`src/rtl/rhm_pkg.sv`:
```
package rhm_pkg;

    localparam int unsigned SAMPLE_BITS = 20000;
    localparam int unsigned CNT_W       = $clog2(SAMPLE_BITS + 1);
    localparam int unsigned NIBBLES     = SAMPLE_BITS / 4;
    localparam int unsigned NIB_W       = $clog2(NIBBLES + 1);
    localparam int unsigned PATTERNS    = 16;
    localparam int unsigned ACC_W       = 2 * NIB_W + 4;
    localparam int unsigned RUN_CLASSES = 6;

    // ones-count band, inclusive
    localparam int unsigned FREQ_LO = 9726;
    localparam int unsigned FREQ_HI = 10274;

    // exclusive bounds on 16 * sum of squares (offset by NIBBLES^2)
    localparam int unsigned POKER_LO = NIBBLES * NIBBLES + 10800;
    localparam int unsigned POKER_HI = NIBBLES * NIBBLES + 230850;

    typedef enum logic [2:0] {
        ST_COLLECT,
        ST_CLOSE,
        ST_SQUARE,
        ST_JUDGE,
        ST_HOLD
    } rhm_state_e;

    function automatic int unsigned run_band_lo(input int unsigned cls);
        unique case (cls)
            0:       return 2315;
            1:       return 1114;
            2:       return 527;
            3:       return 240;
            default: return 103;
        endcase
    endfunction

    function automatic int unsigned run_band_hi(input int unsigned cls);
        unique case (cls)
            0:       return 2685;
            1:       return 1386;
            2:       return 723;
            3:       return 384;
            default: return 209;
        endcase
    endfunction

endpackage

```
`src/rtl/rhm_ctrl.sv`:
```
module rhm_ctrl
    import rhm_pkg::*;
#(
    parameter  int unsigned STEPS  = 4,
    localparam int unsigned STEP_W = (STEPS > 1) ? $clog2(STEPS) : 1
) (
    input  logic              clk,
    input  logic              rst_n,
    input  logic              clear_i,
    input  logic              bit_valid_i,
    output logic              accept_o,
    output logic              close_o,
    output logic              sq_en_o,
    output logic [STEP_W-1:0] sq_step_o,
    output logic              latch_basic_o,
    output logic              judge_o,
    output logic              done_o
);

    rhm_state_e        state, nxt;
    logic [CNT_W-1:0]  bit_cnt;
    logic [STEP_W-1:0] step;
    logic              last_bit;
    logic              done_q;

    assign last_bit = accept_o && (bit_cnt == CNT_W'(SAMPLE_BITS - 1));

    // state register and its counters
    always_ff @(posedge clk or negedge rst_n) begin
        if (!rst_n) begin
            state   <= ST_COLLECT;
            bit_cnt <= '0;
            step    <= '0;
            done_q  <= 1'b0;
        end else begin
            state  <= nxt;
            done_q <= !clear_i && (state == ST_JUDGE);
            if (clear_i)
                bit_cnt <= '0;
            else if (accept_o)
                bit_cnt <= bit_cnt + 1'b1;
            if (clear_i || state != ST_SQUARE)
                step <= '0;
            else
                step <= step + 1'b1;
        end
    end

    // next state
    always_comb begin
        nxt = state;
        unique case (state)
            ST_COLLECT: if (last_bit) nxt = ST_CLOSE;
            ST_CLOSE:   nxt = ST_SQUARE;
            ST_SQUARE:  if (step == STEP_W'(STEPS - 1)) nxt = ST_JUDGE;
            ST_JUDGE:   nxt = ST_HOLD;
            ST_HOLD:    nxt = ST_HOLD;
            default:    nxt = ST_COLLECT;
        endcase
        if (clear_i)
            nxt = ST_COLLECT;
    end

    // outputs
    always_comb begin
        accept_o      = 1'b0;
        close_o       = 1'b0;
        sq_en_o       = 1'b0;
        latch_basic_o = 1'b0;
        judge_o       = 1'b0;
        unique case (state)
            ST_COLLECT: accept_o = bit_valid_i && !clear_i;
            ST_CLOSE:   close_o  = !clear_i;
            ST_SQUARE: begin
                sq_en_o       = !clear_i;
                latch_basic_o = !clear_i && (step == '0);
            end
            ST_JUDGE:   judge_o  = !clear_i;
            default:    ;
        endcase
        sq_step_o = step;
        done_o    = done_q;
    end

endmodule

```
`src/rtl/rhm_run_tracker.sv`:
```
module rhm_run_tracker
    import rhm_pkg::*;
#(
    parameter  int unsigned LONG_RUN = 26,
    localparam int unsigned RUN_W    = $clog2(LONG_RUN + 1)
) (
    input  logic                                  clk,
    input  logic                                  rst_n,
    input  logic                                  clear_i,
    input  logic                                  accept_i,
    input  logic                                  bit_i,
    input  logic                                  close_i,
    output logic [2*RUN_CLASSES-1:0][CNT_W-1:0]   tally_o,
    output logic                                  long_hit_o
);

    logic             have_run;
    logic             cur_bit;
    logic [RUN_W-1:0] run_len;
    logic [2:0]       run_cls;
    logic             extend;
    logic             end_run;

    assign extend  = accept_i && have_run && (bit_i == cur_bit);
    assign end_run = have_run && ((accept_i && (bit_i != cur_bit)) || close_i);
    assign run_cls = (run_len >= RUN_W'(RUN_CLASSES)) ? 3'(RUN_CLASSES - 1)
                                                     : 3'(run_len - 1'b1);

    always_ff @(posedge clk or negedge rst_n) begin
        if (!rst_n) begin
            have_run   <= 1'b0;
            cur_bit    <= 1'b0;
            run_len    <= '0;
            long_hit_o <= 1'b0;
        end else if (clear_i) begin
            have_run   <= 1'b0;
            cur_bit    <= 1'b0;
            run_len    <= '0;
            long_hit_o <= 1'b0;
        end else if (close_i) begin
            have_run <= 1'b0;
        end else if (accept_i) begin
            if (extend) begin
                if (run_len != RUN_W'(LONG_RUN))
                    run_len <= run_len + 1'b1;
                if (run_len >= RUN_W'(LONG_RUN - 1))
                    long_hit_o <= 1'b1;
            end else begin
                have_run <= 1'b1;
                cur_bit  <= bit_i;
                run_len  <= RUN_W'(1);
            end
        end
    end

    for (genvar v = 0; v < 2; v++) begin : g_val
        for (genvar c = 0; c < RUN_CLASSES; c++) begin : g_cls
            always_ff @(posedge clk or negedge rst_n) begin
                if (!rst_n)
                    tally_o[v*RUN_CLASSES+c] <= '0;
                else if (clear_i)
                    tally_o[v*RUN_CLASSES+c] <= '0;
                else if (end_run && (cur_bit == 1'(v)) && (run_cls == 3'(c)))
                    tally_o[v*RUN_CLASSES+c] <= tally_o[v*RUN_CLASSES+c] + 1'b1;
            end
        end
    end

endmodule

```
`src/rtl/rhm_pattern_counter.sv`:
```
module rhm_pattern_counter
    import rhm_pkg::*;
#(
    parameter  int unsigned PER_STEP = 4,
    localparam int unsigned STEPS    = PATTERNS / PER_STEP,
    localparam int unsigned STEP_W   = (STEPS > 1) ? $clog2(STEPS) : 1
) (
    input  logic              clk,
    input  logic              rst_n,
    input  logic              clear_i,
    input  logic              accept_i,
    input  logic              bit_i,
    input  logic              sq_en_i,
    input  logic [STEP_W-1:0] sq_step_i,
    output logic [ACC_W-1:0]  sumsq_o
);

    logic [2:0]       shift;
    logic [1:0]       phase;
    logic [3:0]       pattern;
    logic [NIB_W-1:0] freq_cnt [PATTERNS];
    logic [ACC_W-1:0] partial;

    assign pattern = {shift, bit_i};

    always_ff @(posedge clk or negedge rst_n) begin
        if (!rst_n) begin
            shift <= '0;
            phase <= '0;
        end else if (clear_i) begin
            shift <= '0;
            phase <= '0;
        end else if (accept_i) begin
            shift <= pattern[2:0];
            phase <= phase + 1'b1;
        end
    end

    for (genvar n = 0; n < PATTERNS; n++) begin : g_pat
        always_ff @(posedge clk or negedge rst_n) begin
            if (!rst_n)
                freq_cnt[n] <= '0;
            else if (clear_i)
                freq_cnt[n] <= '0;
            else if (accept_i && phase == 2'd3 && pattern == 4'(n))
                freq_cnt[n] <= freq_cnt[n] + 1'b1;
        end
    end

    // PER_STEP parallel squarers, one slice of the counters per step
    always_comb begin
        partial = '0;
        for (int k = 0; k < PER_STEP; k++) begin
            partial = partial
                + ACC_W'(freq_cnt[4'(int'(sq_step_i) * PER_STEP + k)])
                * ACC_W'(freq_cnt[4'(int'(sq_step_i) * PER_STEP + k)]);
        end
    end

    always_ff @(posedge clk or negedge rst_n) begin
        if (!rst_n)
            sumsq_o <= '0;
        else if (clear_i)
            sumsq_o <= '0;
        else if (sq_en_i)
            sumsq_o <= sumsq_o + partial;
    end

endmodule

```
`src/rtl/rng_health_monitor.sv`:
```
module rng_health_monitor
    import rhm_pkg::*;
#(
    parameter  int unsigned LONG_RUN = 26,
    parameter  int unsigned PER_STEP = 4,
    localparam int unsigned STEPS    = PATTERNS / PER_STEP,
    localparam int unsigned STEP_W   = (STEPS > 1) ? $clog2(STEPS) : 1
) (
    input  logic clk,
    input  logic rst_n,
    input  logic clear_i,
    input  logic bit_valid_i,
    input  logic bit_i,
    output logic done_o,
    output logic freq_pass_o,
    output logic poker_pass_o,
    output logic runs_pass_o,
    output logic lrun_pass_o,
    output logic all_pass_o
);

    logic                                accept;
    logic                                close_run;
    logic                                sq_en;
    logic [STEP_W-1:0]                   sq_step;
    logic                                latch_basic;
    logic                                judge;
    logic [2*RUN_CLASSES-1:0][CNT_W-1:0] tally;
    logic                                long_hit;
    logic [ACC_W-1:0]                    sumsq;
    logic [CNT_W-1:0]                    ones;
    logic                                runs_ok;
    logic                                freq_ok;
    logic                                poker_ok;
    logic [ACC_W+3:0]                    poker_scaled;

    rhm_ctrl #(.STEPS(STEPS)) u_ctrl (
        .clk           (clk),
        .rst_n         (rst_n),
        .clear_i       (clear_i),
        .bit_valid_i   (bit_valid_i),
        .accept_o      (accept),
        .close_o       (close_run),
        .sq_en_o       (sq_en),
        .sq_step_o     (sq_step),
        .latch_basic_o (latch_basic),
        .judge_o       (judge),
        .done_o        (done_o)
    );

    rhm_run_tracker #(.LONG_RUN(LONG_RUN)) u_runs (
        .clk        (clk),
        .rst_n      (rst_n),
        .clear_i    (clear_i),
        .accept_i   (accept),
        .bit_i      (bit_i),
        .close_i    (close_run),
        .tally_o    (tally),
        .long_hit_o (long_hit)
    );

    rhm_pattern_counter #(.PER_STEP(PER_STEP)) u_pat (
        .clk       (clk),
        .rst_n     (rst_n),
        .clear_i   (clear_i),
        .accept_i  (accept),
        .bit_i     (bit_i),
        .sq_en_i   (sq_en),
        .sq_step_i (sq_step),
        .sumsq_o   (sumsq)
    );

    always_ff @(posedge clk or negedge rst_n) begin
        if (!rst_n)
            ones <= '0;
        else if (clear_i)
            ones <= '0;
        else if (accept && bit_i)
            ones <= ones + 1'b1;
    end

    assign freq_ok = (ones >= CNT_W'(FREQ_LO)) && (ones <= CNT_W'(FREQ_HI));

    always_comb begin
        runs_ok = 1'b1;
        for (int i = 0; i < 2 * RUN_CLASSES; i++) begin
            if (int'(tally[i]) < int'(run_band_lo(i % RUN_CLASSES)) ||
                int'(tally[i]) > int'(run_band_hi(i % RUN_CLASSES)))
                runs_ok = 1'b0;
        end
    end

    assign poker_scaled = {sumsq, 4'b0000};
    assign poker_ok     = (poker_scaled > (ACC_W+4)'(POKER_LO)) &&
                          (poker_scaled < (ACC_W+4)'(POKER_HI));

    always_ff @(posedge clk or negedge rst_n) begin
        if (!rst_n) begin
            freq_pass_o  <= 1'b0;
            runs_pass_o  <= 1'b0;
            lrun_pass_o  <= 1'b0;
            poker_pass_o <= 1'b0;
            all_pass_o   <= 1'b0;
        end else if (clear_i) begin
            freq_pass_o  <= 1'b0;
            runs_pass_o  <= 1'b0;
            lrun_pass_o  <= 1'b0;
            poker_pass_o <= 1'b0;
            all_pass_o   <= 1'b0;
        end else begin
            if (latch_basic) begin
                freq_pass_o <= freq_ok;
                runs_pass_o <= runs_ok;
                lrun_pass_o <= !long_hit;
            end
            if (judge) begin
                poker_pass_o <= poker_ok;
                all_pass_o   <= poker_ok && freq_pass_o && runs_pass_o && lrun_pass_o;
            end
        end
    end

endmodule

```
`config.mk`:
```
export PLATFORM = sky130hd
export DESIGN_NAME = rng_health_monitor
export DESIGN_NICKNAME = d
export VERILOG_FILES = /design/src/rtl/rhm_pkg.sv /design/src/rtl/rhm_ctrl.sv /design/src/rtl/rhm_run_tracker.sv /design/src/rtl/rhm_pattern_counter.sv /design/src/rtl/rng_health_monitor.sv
export SDC_FILE = /design/constraint.sdc
export NUM_CORES = 2
export LEC_CHECK = 0
export ABC_AREA = 1
export BUFFER_PORTS_ARGS = -buffer_cell sky130_fd_sc_hd__buf_2
export CORE_MARGIN = 2
export CORE_UTILIZATION = 30
export DETAILED_ROUTE_END_ITERATION = 10
export PLACE_DENSITY_LB_ADDON = 0.05
export SLEW_MARGIN = 20
export SYNTH_ARGS = -nofsm -noshare
export SYNTH_HDL_FRONTEND = slang
export SYNTH_SLANG_ARGS = --single-unit
```
`constraint.sdc`:
```
create_clock -name clk -period 14.4 [get_ports clk]
set_clock_uncertainty 0.2 [all_clocks]
set_input_delay 2.88 -clock clk [delete_from_list [all_inputs] [get_ports clk]]
set_output_delay 2.88 -clock clk [all_outputs]
set_load 0.005 [all_outputs]
```
==> results by group <==
Run status
  • Status: finished clean

Clock network
  • CTS tree: yes
  • Clock Path Buffers: 3
  • Cell chosen for the clock root: clkbuf_16
  • Post-cts resize count: 0
  • TritonCTS buffer count: 71
  • CTS clk-pin slew, worst paths: 0.06 ns
  • Setup repair bufs after CTS: 0
  • Hold_buf cts: 0
  • CTS H-tree depth: 3
  • Clock latency on the worst-skew pair: 0.67 ns
  • CTS sink count: 472

Timing
  • Fin. Hold Viols: 0
  • Setup violators final: 0
  • Crit share post-route: between 90 and 100%
  • Final-report max-slew violation count: 0
  • Rel. slew slack: 28.3%
  • Worst setup margin: around 1.1 ns
  • FMAX: 75.3 MHz
  • Slew @ Worst Pin: approximately 1.1 ns
  • Final min period: 13.28 ns
  • RSZ-0062 raised after global routing: no
  • WHS: 0.280 ns
  • Setup TNS: 0 ns

Place
  • Cell Area, Placed: 53000 sq um
  • Dpl ws: around 1.1 ns
  • Hpwl dp: between 100000 and 150000 um
  • Gpl congestion: roughly 0.83
  • PortBufs: 10

Synthesis
  • Mapped Nets: between 7k and 8k
  • Yosys reg bits: 472
  • Post-synthesis async set-or-reset flop share: 100%
  • EDFF count, synth: 0
  • Synth warn: 0
  • Synth top area cells: dfrtp_1 (23%), fa_1 (22%), inv_1 (10%)
  • Count of different cell masters after synthesis: 52
  • Mean Syn Cell Area: ~7.6 sq um
  • Area of the mapped netlist: just over 50000 sq um
  • Synth top area share: between 20% and 30%
  • Register area share after synthesis: 23.4%
  • Synth Instances: between 6k and 7k
  • Synth Flop Type: dfrtp_1
  • Dominant cell type by area after synthesis: dfrtp_1

Floorplan
  • Starting Density: between 30 and 40%
  • Row count: 150
  • Die footprint: 172000 sq um
  • Die height: around 410 um
  • Core ar.: approximately 170000 sq um
  • DIE WIDTH: 414 um
  • IO Pins: 11

Setup path
  • CP arrival: 13.61 ns
  • Startpoint Class: register
  • CP peak stage delay: around 0.66 ns
  • Crit Path Max Fanout: 44
  • Crit Path Category: register to register
  • Worst Path Required: about 15 ns
  • Setup crit end kind: register
  • Crit path top cell by count: fa_1
  • Slowest CP cell: dfrtp_4

Final layout
  • Layout cells sized above 1: ~3.8%
  • Final layout net count: 7459
  • Most common cell after layout, fill and taps aside: inv_1
  • Most frequent cells in the layout: inv_1 (1347), nand2_1 (1238), nor2_1 (772)
  • Post-route cell area: 55400 sq um
  • Core Util, Final: roughly a third
  • Area grow syn2layout: 9.71%

Global route
  • Largest net degree at the start of global routing: about 140
  • First-pass GRT wire length: between 200000 and 300000 um
  • Initial antenna violation count: 2
  • Number of global-route vias before repair: 43.3k
  • Gr usage total: between 10% and 20%
  • GRT overflow: 0

Power and ir drop
  • P_sw: around 990 uW
  • Gate power share: 8.2%
  • Register share of total power: 38.8%
  • Static leakage: between 20 and 30 nW
  • Worst vdd ir: 77.8 uV
  • Internal power: approximately 2.5 mW
  • Power per Cell Area: 63.2 nW/um^2
  • Net Sw Frac: approximately 28%
  • Clk network pwr share: around 53%

Drt
  • First-pass iteration count of the detailed router: 7
  • Total Routed Length: 157000 um
  • Vias after detailed routing: 41.8k
  • Antenna-violating nets left: 0
  • # DRC: 0
  • Routed len/inst: between 15 and 20 um
  • DR vias/cell: about 4.7
  • DR iter-0 viols: 2476

Run
  • Max_cap viols: 0

Min path
  • Hold WC Path Type: register to register
## metal layers
metal / vias to the layer above / wire length [um] / GRT usage [%] / share of wire [%]
li1: 20700 / - / - / -
met1: 20400 / 72500 / 24.9 / 46
met2: 518 / 77100 / 31.9 / 49
met3: 132 / 4750 / 2.02 / 3.0
met4: 2 / 2580 / 3.30 / 1.6
met5: - / 7 / 0 / 0.0045
## sequential cells by signal, summed over array words and instances, names as in the netlist, 2 cells and up
register          count
u_pat.phase           2
u_ctrl.sq_step_o      2
ones                 15
u_pat.shift           3
u_pat.sumsq_o        30
u_runs.tally_o      180
u_ctrl.bit_cnt       15
u_ctrl.state          3
u_runs.run_len        5
u_pat.freq_cnt      208
## cell type report
type / count / area (sq um)
Antenna cell: 1 / 2.50
Clock buffer: 102 / 2070
Clock inverter: 21 / 372
Fill cell: 18000 / 112000
Inverter: 1378 / 5180
Multi-Input combinational cell: 4622 / 32800
Sequential cell: 472 / 11800
Tap cell: 2204 / 2760
Timing Repair Buffer: 59 / 459
## through the flow
stage          std cells  power [mW]
6_report            8859        3.50
5_1_grt             8858        3.67
4_1_cts             8858        3.59
3_5_place_dp        8735        1.68
3_3_place_gp        8735        1.68
2_1_floorplan       6632        1.55
## cell usage after synthesis (all sizes together) (6+ instances only)
cell    count
nand3     405
nand3b     40
and3       11
or2        13
nand4     175
o31ai      22
a21oi     237
ha        304
o21a       11
o22ai      17
clkbuf     73
nand2    1254
o21ai     323
clkinv     12
nor2      786
inv      1366
nor3b       6
o21bai      9
nor4       20
a31oi      11
fa        546
buf        87
nor3      185
a32oi      45
xor2      133
xnor2      44
dfrtp     472
## worst paths after layout
path	endpoint	start	cells after the start	slack [ns]
hold / removal	poker_pass_o	poker_pass_o	2	0.28
max in group asynchronous	u_ctrl.sq_step_o[0]	rst_n	3	9.72
min in group asynchronous	u_pat.freq_cnt[24]	rst_n	1	2.06
setup / recovery	u_pat.sumsq_o[20]	u_ctrl.sq_step_o[0]	43	1.12
hold reg to reg	poker_pass_o	poker_pass_o	2	0.28
setup reg to reg	u_pat.sumsq_o[20]	u_ctrl.sq_step_o[0]	43	1.12
## power groups by stage
stage	Sequential, mW	Clock (mW)	Combinational [mW]
after floorplan	1.37	0	0.179
after global placement	1.38	0	0.296
after detailed placement	1.38	0	0.296
after CTS	1.36	1.94	0.297
after global routing	1.36	1.98	0.326
final	1.36	1.86	0.286
## worst max-delay path, delay by kind of cell, from the launching register on
kind	cells	cell delay [ns]
DFF	1	0.66
xor gates and xnor gates	1	0.21
and+or+nand+nor	10	1.47
buffers and inverters	11	1.51
AOI/OAI and AO/OA	5	1.62
adders and majority gates	16	7.45
## kinds of logic after synthesis
group,synth area share (%)
flops,23.4
compound gates,7.78
mux,0.0198
buf+inv,11.8
fa+ha+maj,29.2
simple gates,24.8
xor+xnor,3.07
Power figures use the tool's default switching activity.
